## config.mk

```make
export PLATFORM = sky130hd
export DESIGN_NAME = lic_top
export DESIGN_NICKNAME = d
export VERILOG_FILES = /design/src/rtl/lic_pkg.sv /design/src/rtl/lic_clear_decode.sv /design/src/rtl/lic_edge_detect.sv /design/src/rtl/lic_pend_cell.sv /design/src/rtl/lic_top.sv
export SDC_FILE = /design/constraint.sdc
export NUM_CORES = 1
export LEC_CHECK = 0
export CAP_MARGIN = 0
export CORE_MARGIN = 2
export CORE_UTILIZATION = 41
export DETAILED_ROUTE_END_ITERATION = 10
export GPL_TIMING_DRIVEN = 0
export PLACE_DENSITY = 0.83
export SLEW_MARGIN = 20
export SYNTH_ARGS = -nofsm -noshare
export SYNTH_HDL_FRONTEND = slang
export SYNTH_SLANG_ARGS = --single-unit
```

## constraint.sdc

```tcl
create_clock -name clk -period 1.7 [get_ports clk]
set_input_delay 0.51 -clock clk [delete_from_list [all_inputs] [get_ports clk]]
set_output_delay 0.51 -clock clk [all_outputs]
set_load 0.01 [all_outputs]
```

## src/rtl/lic_pkg.sv

```systemverilog
package lic_pkg;
  localparam int unsigned GEN_CH   = 21;
  localparam int unsigned DW       = 16;
  localparam int unsigned AW       = 2;
  localparam int unsigned CH_N     = GEN_CH + 2;
  localparam int unsigned NMI_CH   = GEN_CH;
  localparam int unsigned HOST_CH  = GEN_CH + 1;
  localparam int unsigned HI_GEN   = GEN_CH - DW;
  localparam int unsigned OFF_LO   = 2;
  localparam int unsigned OFF_HI   = 3;
  localparam int unsigned NMI_BIT  = 6;
  localparam int unsigned HOST_BIT = 7;

  typedef logic [CH_N-1:0] chvec_t;

  // Map one write onto a per-channel clear request vector.
  function automatic chvec_t clear_mask(input logic we, input logic [AW-1:0] addr,
                                        input logic [DW-1:0] d);
    chvec_t m;
    m = '0;
    if (we && addr == AW'(OFF_LO)) begin
      for (int i = 0; i < int'(DW); i++) m[i] = d[i];
    end else if (we && addr == AW'(OFF_HI)) begin
      for (int i = 0; i < int'(HI_GEN); i++) m[int'(DW) + i] = d[i];
      m[NMI_CH]  = d[NMI_BIT];
      m[HOST_CH] = d[HOST_BIT];
    end
    return m;
  endfunction

  // Next pending value: a set event wins over a clear event.
  function automatic logic next_pend(input logic cur, input logic set_ev, input logic clr_ev);
    return set_ev | (cur & ~clr_ev);
  endfunction
endpackage

```

## src/rtl/lic_clear_decode.sv

```systemverilog
module lic_clear_decode
  import lic_pkg::*;
(
  input  logic          wr_en,
  input  logic [AW-1:0] wr_addr,
  input  logic [DW-1:0] wr_data,
  output chvec_t        clr_req
);
  assign clr_req = clear_mask(wr_en, wr_addr, wr_data);
endmodule

```

## src/rtl/lic_edge_detect.sv

```systemverilog
module lic_edge_detect
  import lic_pkg::*;
(
  input  logic   clk,
  input  logic   rst_n,
  input  chvec_t req_n,
  output chvec_t active,
  output chvec_t fall
);
  chvec_t prev_n;

  always_ff @(posedge clk or negedge rst_n) begin
    if (!rst_n) prev_n <= '1;
    else        prev_n <= req_n;
  end

  assign active = ~req_n;
  assign fall   = prev_n & ~req_n;
endmodule

```

## src/rtl/lic_pend_cell.sv

```systemverilog
module lic_pend_cell (
  input  logic clk,
  input  logic rst_n,
  input  logic lvl,
  input  logic active,
  input  logic fall,
  input  logic clr,
  input  logic ack,
  output logic pend
);
  logic set_ev;
  logic clr_ev;

  assign set_ev = lvl ? active : fall;
  assign clr_ev = lvl ? clr : ack;

  always_ff @(posedge clk or negedge rst_n) begin
    if (!rst_n) pend <= 1'b0;
    else        pend <= lic_pkg::next_pend(pend, set_ev, clr_ev);
  end


  level_set_chk: assert property (@(posedge clk) disable iff (!rst_n)
    (lvl && active) |=> pend);


  level_clr_chk: assert property (@(posedge clk) disable iff (!rst_n)
    (lvl && clr && !active) |=> !pend);


  edge_hold_chk: assert property (@(posedge clk) disable iff (!rst_n)
    (!lvl && pend && !ack) |=> pend);


  edge_set_chk: assert property (@(posedge clk) disable iff (!rst_n)
    (!lvl && fall) |=> pend);


  edge_ack_chk: assert property (@(posedge clk) disable iff (!rst_n)
    (!lvl && ack && !fall) |=> !pend);
endmodule

```

## src/rtl/lic_top.sv

```systemverilog
module lic_top
  import lic_pkg::*;
(
  input  logic                clk,
  input  logic                rst_n,
  input  logic [CH_N-1:0]     req_n,
  input  logic [CH_N-1:0]     level_mode,
  input  logic [CH_N-1:0]     ack,
  input  logic                wr_en,
  input  logic [AW-1:0]       wr_addr,
  input  logic [DW-1:0]       wr_data,
  output logic [CH_N-1:0]     pend
);
  chvec_t clr_req;
  chvec_t active;
  chvec_t fall;

  lic_clear_decode u_dec (
    .wr_en   (wr_en),
    .wr_addr (wr_addr),
    .wr_data (wr_data),
    .clr_req (clr_req)
  );

  lic_edge_detect u_edge (
    .clk    (clk),
    .rst_n  (rst_n),
    .req_n  (req_n),
    .active (active),
    .fall   (fall)
  );

  for (genvar c = 0; c < int'(CH_N); c++) begin : g_ch
    lic_pend_cell u_cell (
      .clk    (clk),
      .rst_n  (rst_n),
      .lvl    (level_mode[c]),
      .active (active[c]),
      .fall   (fall[c]),
      .clr    (clr_req[c]),
      .ack    (ack[c]),
      .pend   (pend[c])
    );
  end


  stray_write_chk: assert property (@(posedge clk) disable iff (!rst_n)
    (!wr_en || (wr_addr != AW'(OFF_LO) && wr_addr != AW'(OFF_HI))) |-> (clr_req == '0));


  hi_unused_chk: assert property (@(posedge clk) disable iff (!rst_n)
    (wr_en && wr_addr == AW'(OFF_HI)) |-> (clr_req[DW-1:0] == '0));
endmodule

```

* After elaboration in Yosys (flattened, before gate mapping)
Index checks and enable logic that the tools add are counted.
Cells by class: muxes and demuxes 49, equality and inequality tests 2, reductions and logical operators 2, bitwise gates (word level) 71
Operator list (count):
- 1-bit 2-to-1 mux | 46
- 1-bit bitwise AND | 23
- 23-bit bitwise AND | 1
- 1-bit inverter | 23
- 23-bit inverter | 1
- 1-bit bitwise OR | 23
- 16-bit 2-to-1 mux | 1
- 7-bit 2-to-1 mux | 2
- 2-bit == test (second input constant) | 2
- 1-bit logical AND | 2
Storage, ports and cells: output and inout bits 23, flip-flop bits (word level) 46, input bits 90

* Logic depth before layout (Yosys ltp)
depth in word-level cells 8, gate-level depth with buffers 4

* Hierarchy
A second synthesis with hierarchy kept.
Unflattened totals: cell total of the unflattened synthesis 190, area, all modules 2283.4 µm²
By module, submodules not included:
- lic_pend_cell | cells an instance 4, times used 23, sequential area each 25.0 µm², area an instance 51.3 µm²
- lic_edge_detect | cells an instance 69, times used 1, sequential area each 604.3 µm², area an instance 834.6 µm²
- lic_clear_decode | cells an instance 29, times used 1, sequential area each 0.0 µm², area an instance 269.0 µm²

* Least setup slack after synthesis
No wires, ideal clock.
path type input to register, start in wr_addr[0], end reg g_ch[13].u_cell.pend, slack 518 ps, stages on the path 4, library setup time 127 ps, arrival time 1055 ps, required time 1573 ps, cells stage by stage nand3b_4 > buf_8 > o221ai_1 > a21oi_1
On the way: cells in the longest elaborated chain, start to end 7
RTL lines:
- start, declared | RTL line lic_top.sv:10 | input logic [AW-1:0] wr_addr,
- 2-bit == test | RTL line lic_pkg.sv:21 | if (we && addr == AW'(OFF_LO)) begin
- 1-bit logical AND | RTL line lic_pkg.sv:21
- 16-bit 2-to-1 mux | RTL line lic_pkg.sv:21
- 1-bit 2-to-1 mux | RTL line lic_pend_cell.sv:15 | assign clr_ev = lvl ? clr : ack;
- 1-bit inverter | RTL line lic_pkg.sv:33 | return set_ev | (cur & ~clr_ev);
- 1-bit bitwise AND | RTL line lic_pkg.sv:33
- 1-bit bitwise OR | RTL line lic_pkg.sv:33
- end signal, assigned | RTL line lic_pend_cell.sv:19 | else pend <= lic_pkg::next_pend(pend, set_ev, clr_ev);
- end, declared | RTL line lic_pend_cell.sv:9 | output logic pend
No other way between the ends.

* Worst setup path in the final report
start reg g_ch[15].u_cell.pend, end out pend[15]
RTL lines:
- start, declared | RTL line lic_pend_cell.sv:9
- start signal, assigned | RTL line lic_pend_cell.sv:19
- end, declared | RTL line lic_top.sv:12 | output logic [CH_N-1:0] pend
No word-level cell between the ends.

==> reports/results.txt <==
Via density = 4.83
Worst Tran Pin Value = 0.516 ns
Die area = 5580 sq um
Post-placement worst setup slack = -0.102 ns
Port Buffer Count = 112
Origin of the worst setup path = g_ch[15].u_cell.pend
Inserted Diodes = 0
Mapped cell area = 2050 sq um
Core Box Area = 4790 sq um
Sequential share of the synthesized area = 57.6%
Area after DPL = 3280 sq um
Initial drt markers = 47
Sink Count = 46
Final wirelength = 5010 um
Total CTS buffers = 5
Synth top area cells = dfstp_2 30%, dfrtp_1 28%, buf_4 8.4%
CP max FO = 3
PD cells = 826 nW/um^2
R2r setup slk = 0.72 ns
Pin count of the biggest net entering global routing = 26
First-pass GRT wire length = 7770 um
Mapped Nets = 277
RSZ-0062 raised after global routing = false
Placer Congestion = 0.807
Maximum clock rate = 617 MHz
Final instance area = 3440 sq um
Worst skew pair latency = 0.28 ns
Fin util = 71.9%
H-tree depth = 2
Fin. max-slew vios = 0
GRT Total Usage = 18.2%
Post-synthesis register bit count = 46
Die height = 74.7 um
Unique cell type count in the Yosys netlist = 17
Num rows = 25
Max capacitance violation total = 0
Clk buf depth = 2
CP Launch Type = register
Register area = 1180 sq um
Largest area contributor in the netlist = dfstp_2
CTS clk-pin slew, worst paths = 0.08 ns
Kind of critical path = register to output port
Syn Area/Cell = 11.0 sq um
Antenna violations before repair = 0
Final ANT Viol Nets = 0
Slew HR = 65.6%
Max Clock Skew = 0.00205 ns
Fin crit share = 95.4%
Drt first pass iters = 4
Tmin final = 1.62 ns
Filler instances = 388
Vias in the first global route = 1838
Final WS setup = 0.0786 ns
CTS tree = yes
Layout area overhead = 68.1%
Yosys warns = 0
Horiz. Die Dim = 74.7 um
# setup viols final = 0
Status = finished clean
Max VDD drop = 0.605 mV
Worst-case reg-to-reg path depth = 3
Initial core utilization = 42.8%
Synth Instances = 187
Crit path DAT = 1.11 ns
Total grt overflow = 0
Vias = 1845
Static leakage = 1.49 nW
Worst Path Required = 1.19 ns
Reg-to-Reg Start = g_ch[6].u_cell.pend
Area of the multi-input gates = 594 sq um
Hpwl dp = 3990 um
Worst Setup End Kind = output port
Root Buffer = clkbuf_8
Nets = 404
Layout cells sized above 1 = 23.2%
Residual DRC = 0
Io pins = 113
Final hold vios = 0
Hold Path Class = input pin to asynchronous set/reset pin
Synth top area share = 29.5%
Wire length per cell = 13.1 um
-- cell usage after synthesis (all sizes together) --
cell type	instances
dfstp	23
a21oi	16
o22ai	7
dfrtp	23
and3	8
buf	24
nand3b	1
nor2	7
inv	23
o21ai	7
a211oi	16
nand2	16
o221ai	16
-- worst max-delay path, cell delays in order (launching register included) --
cell	delay (ns)
dfrtp_1	0.41
buf_4	0.14
dlygate4sd2_1	0.28
-- cell families after synthesis --
family | count (synthesis) | share of synthesized area, %
AO/OA/AOI/OAI | 62 | 20.8
AND/OR/NAND/NOR | 32 | 8.25
buffers and inverters | 47 | 13.4
flip-flops | 46 | 57.6
-- routing by layer --
| layer | global-route usage [%] | wire length, um | vias up |
|---|---|---|---|
| met5 | 0 | 0 | - |
| met4 | 7.54 | 115 | 0 |
| met3 | 3.75 | 348 | 12 |
| met2 | 33.2 | 2520 | 84 |
| met1 | 20.8 | 2020 | 850 |
| li1 | - | - | 899 |
-- path summary, 6_finish.rpt --
| path | endpoint |
|---|---|
| min reg2reg | g_ch[18].u_cell.pend |
| min | g_ch[21].u_cell.pend |
| min in group clk | g_ch[18].u_cell.pend |
| max reg2reg | g_ch[6].u_cell.pend |
| max in group asynchronous | u_edge.prev_n[4] |
| max | pend[15] |
-- report_power, final --
group / switching [mW] / internal, mW
sequential: 0.0457 / 1.20
combinational: 0.219 / 0.406
clock: 0.342 / 0.627
total: 0.607 / 2.24
-- layout by cell type (no fill, tap or decap), drive strengths merged --
cell and n:
dfstp 23, clkbuf 6, nand2 16, bufinv 2, o22ai 7, dlygate4sd2 23, a211oi 16, o21ai 7
dfrtp 23, o221ai 16, buf 33, and3 8, nand3b 1, a21oi 16, clkdlybuf4s50 88, inv 23
nor2 7
-- registers in the layout, indices dropped and copies added, names as in the netlist --
signal / count
g_ch.u_cell.pend: 23
u_edge.prev_n: 23
-- metrics by stage --
step	total power [mW]	TNS, ns	hold slack, ns	instances
2_1_floorplan	1.50	0	0.214	187
3_3_place_gp	1.89	-36.93	0.544	366
3_5_place_dp	1.92	-0.894	0.516	367
4_1_cts	2.88	0	0.200	382
5_1_grt	2.98	0	0.208	382
6_report	2.84	0	0.189	382
-- cell type report --
class	instances	share of cell area (%)
plain buffers	24	5.45
clock buffers	6	2.40
repair buffers	120	33.9
multi-input cells	94	17.3
clock inverters	2	1.74
flip-flops and latches	46	34.3
well taps	67	2.44
inverters	23	2.51
-- repair_timing --
item / in CTS / in global routing
setup endpoints to repair: 23 / 0
resized for setup: 23 / 0
hold buffers: 0 / 0
setup buffers: 7 / 0
No activity file was read; power rests on OpenSTA's default activity.
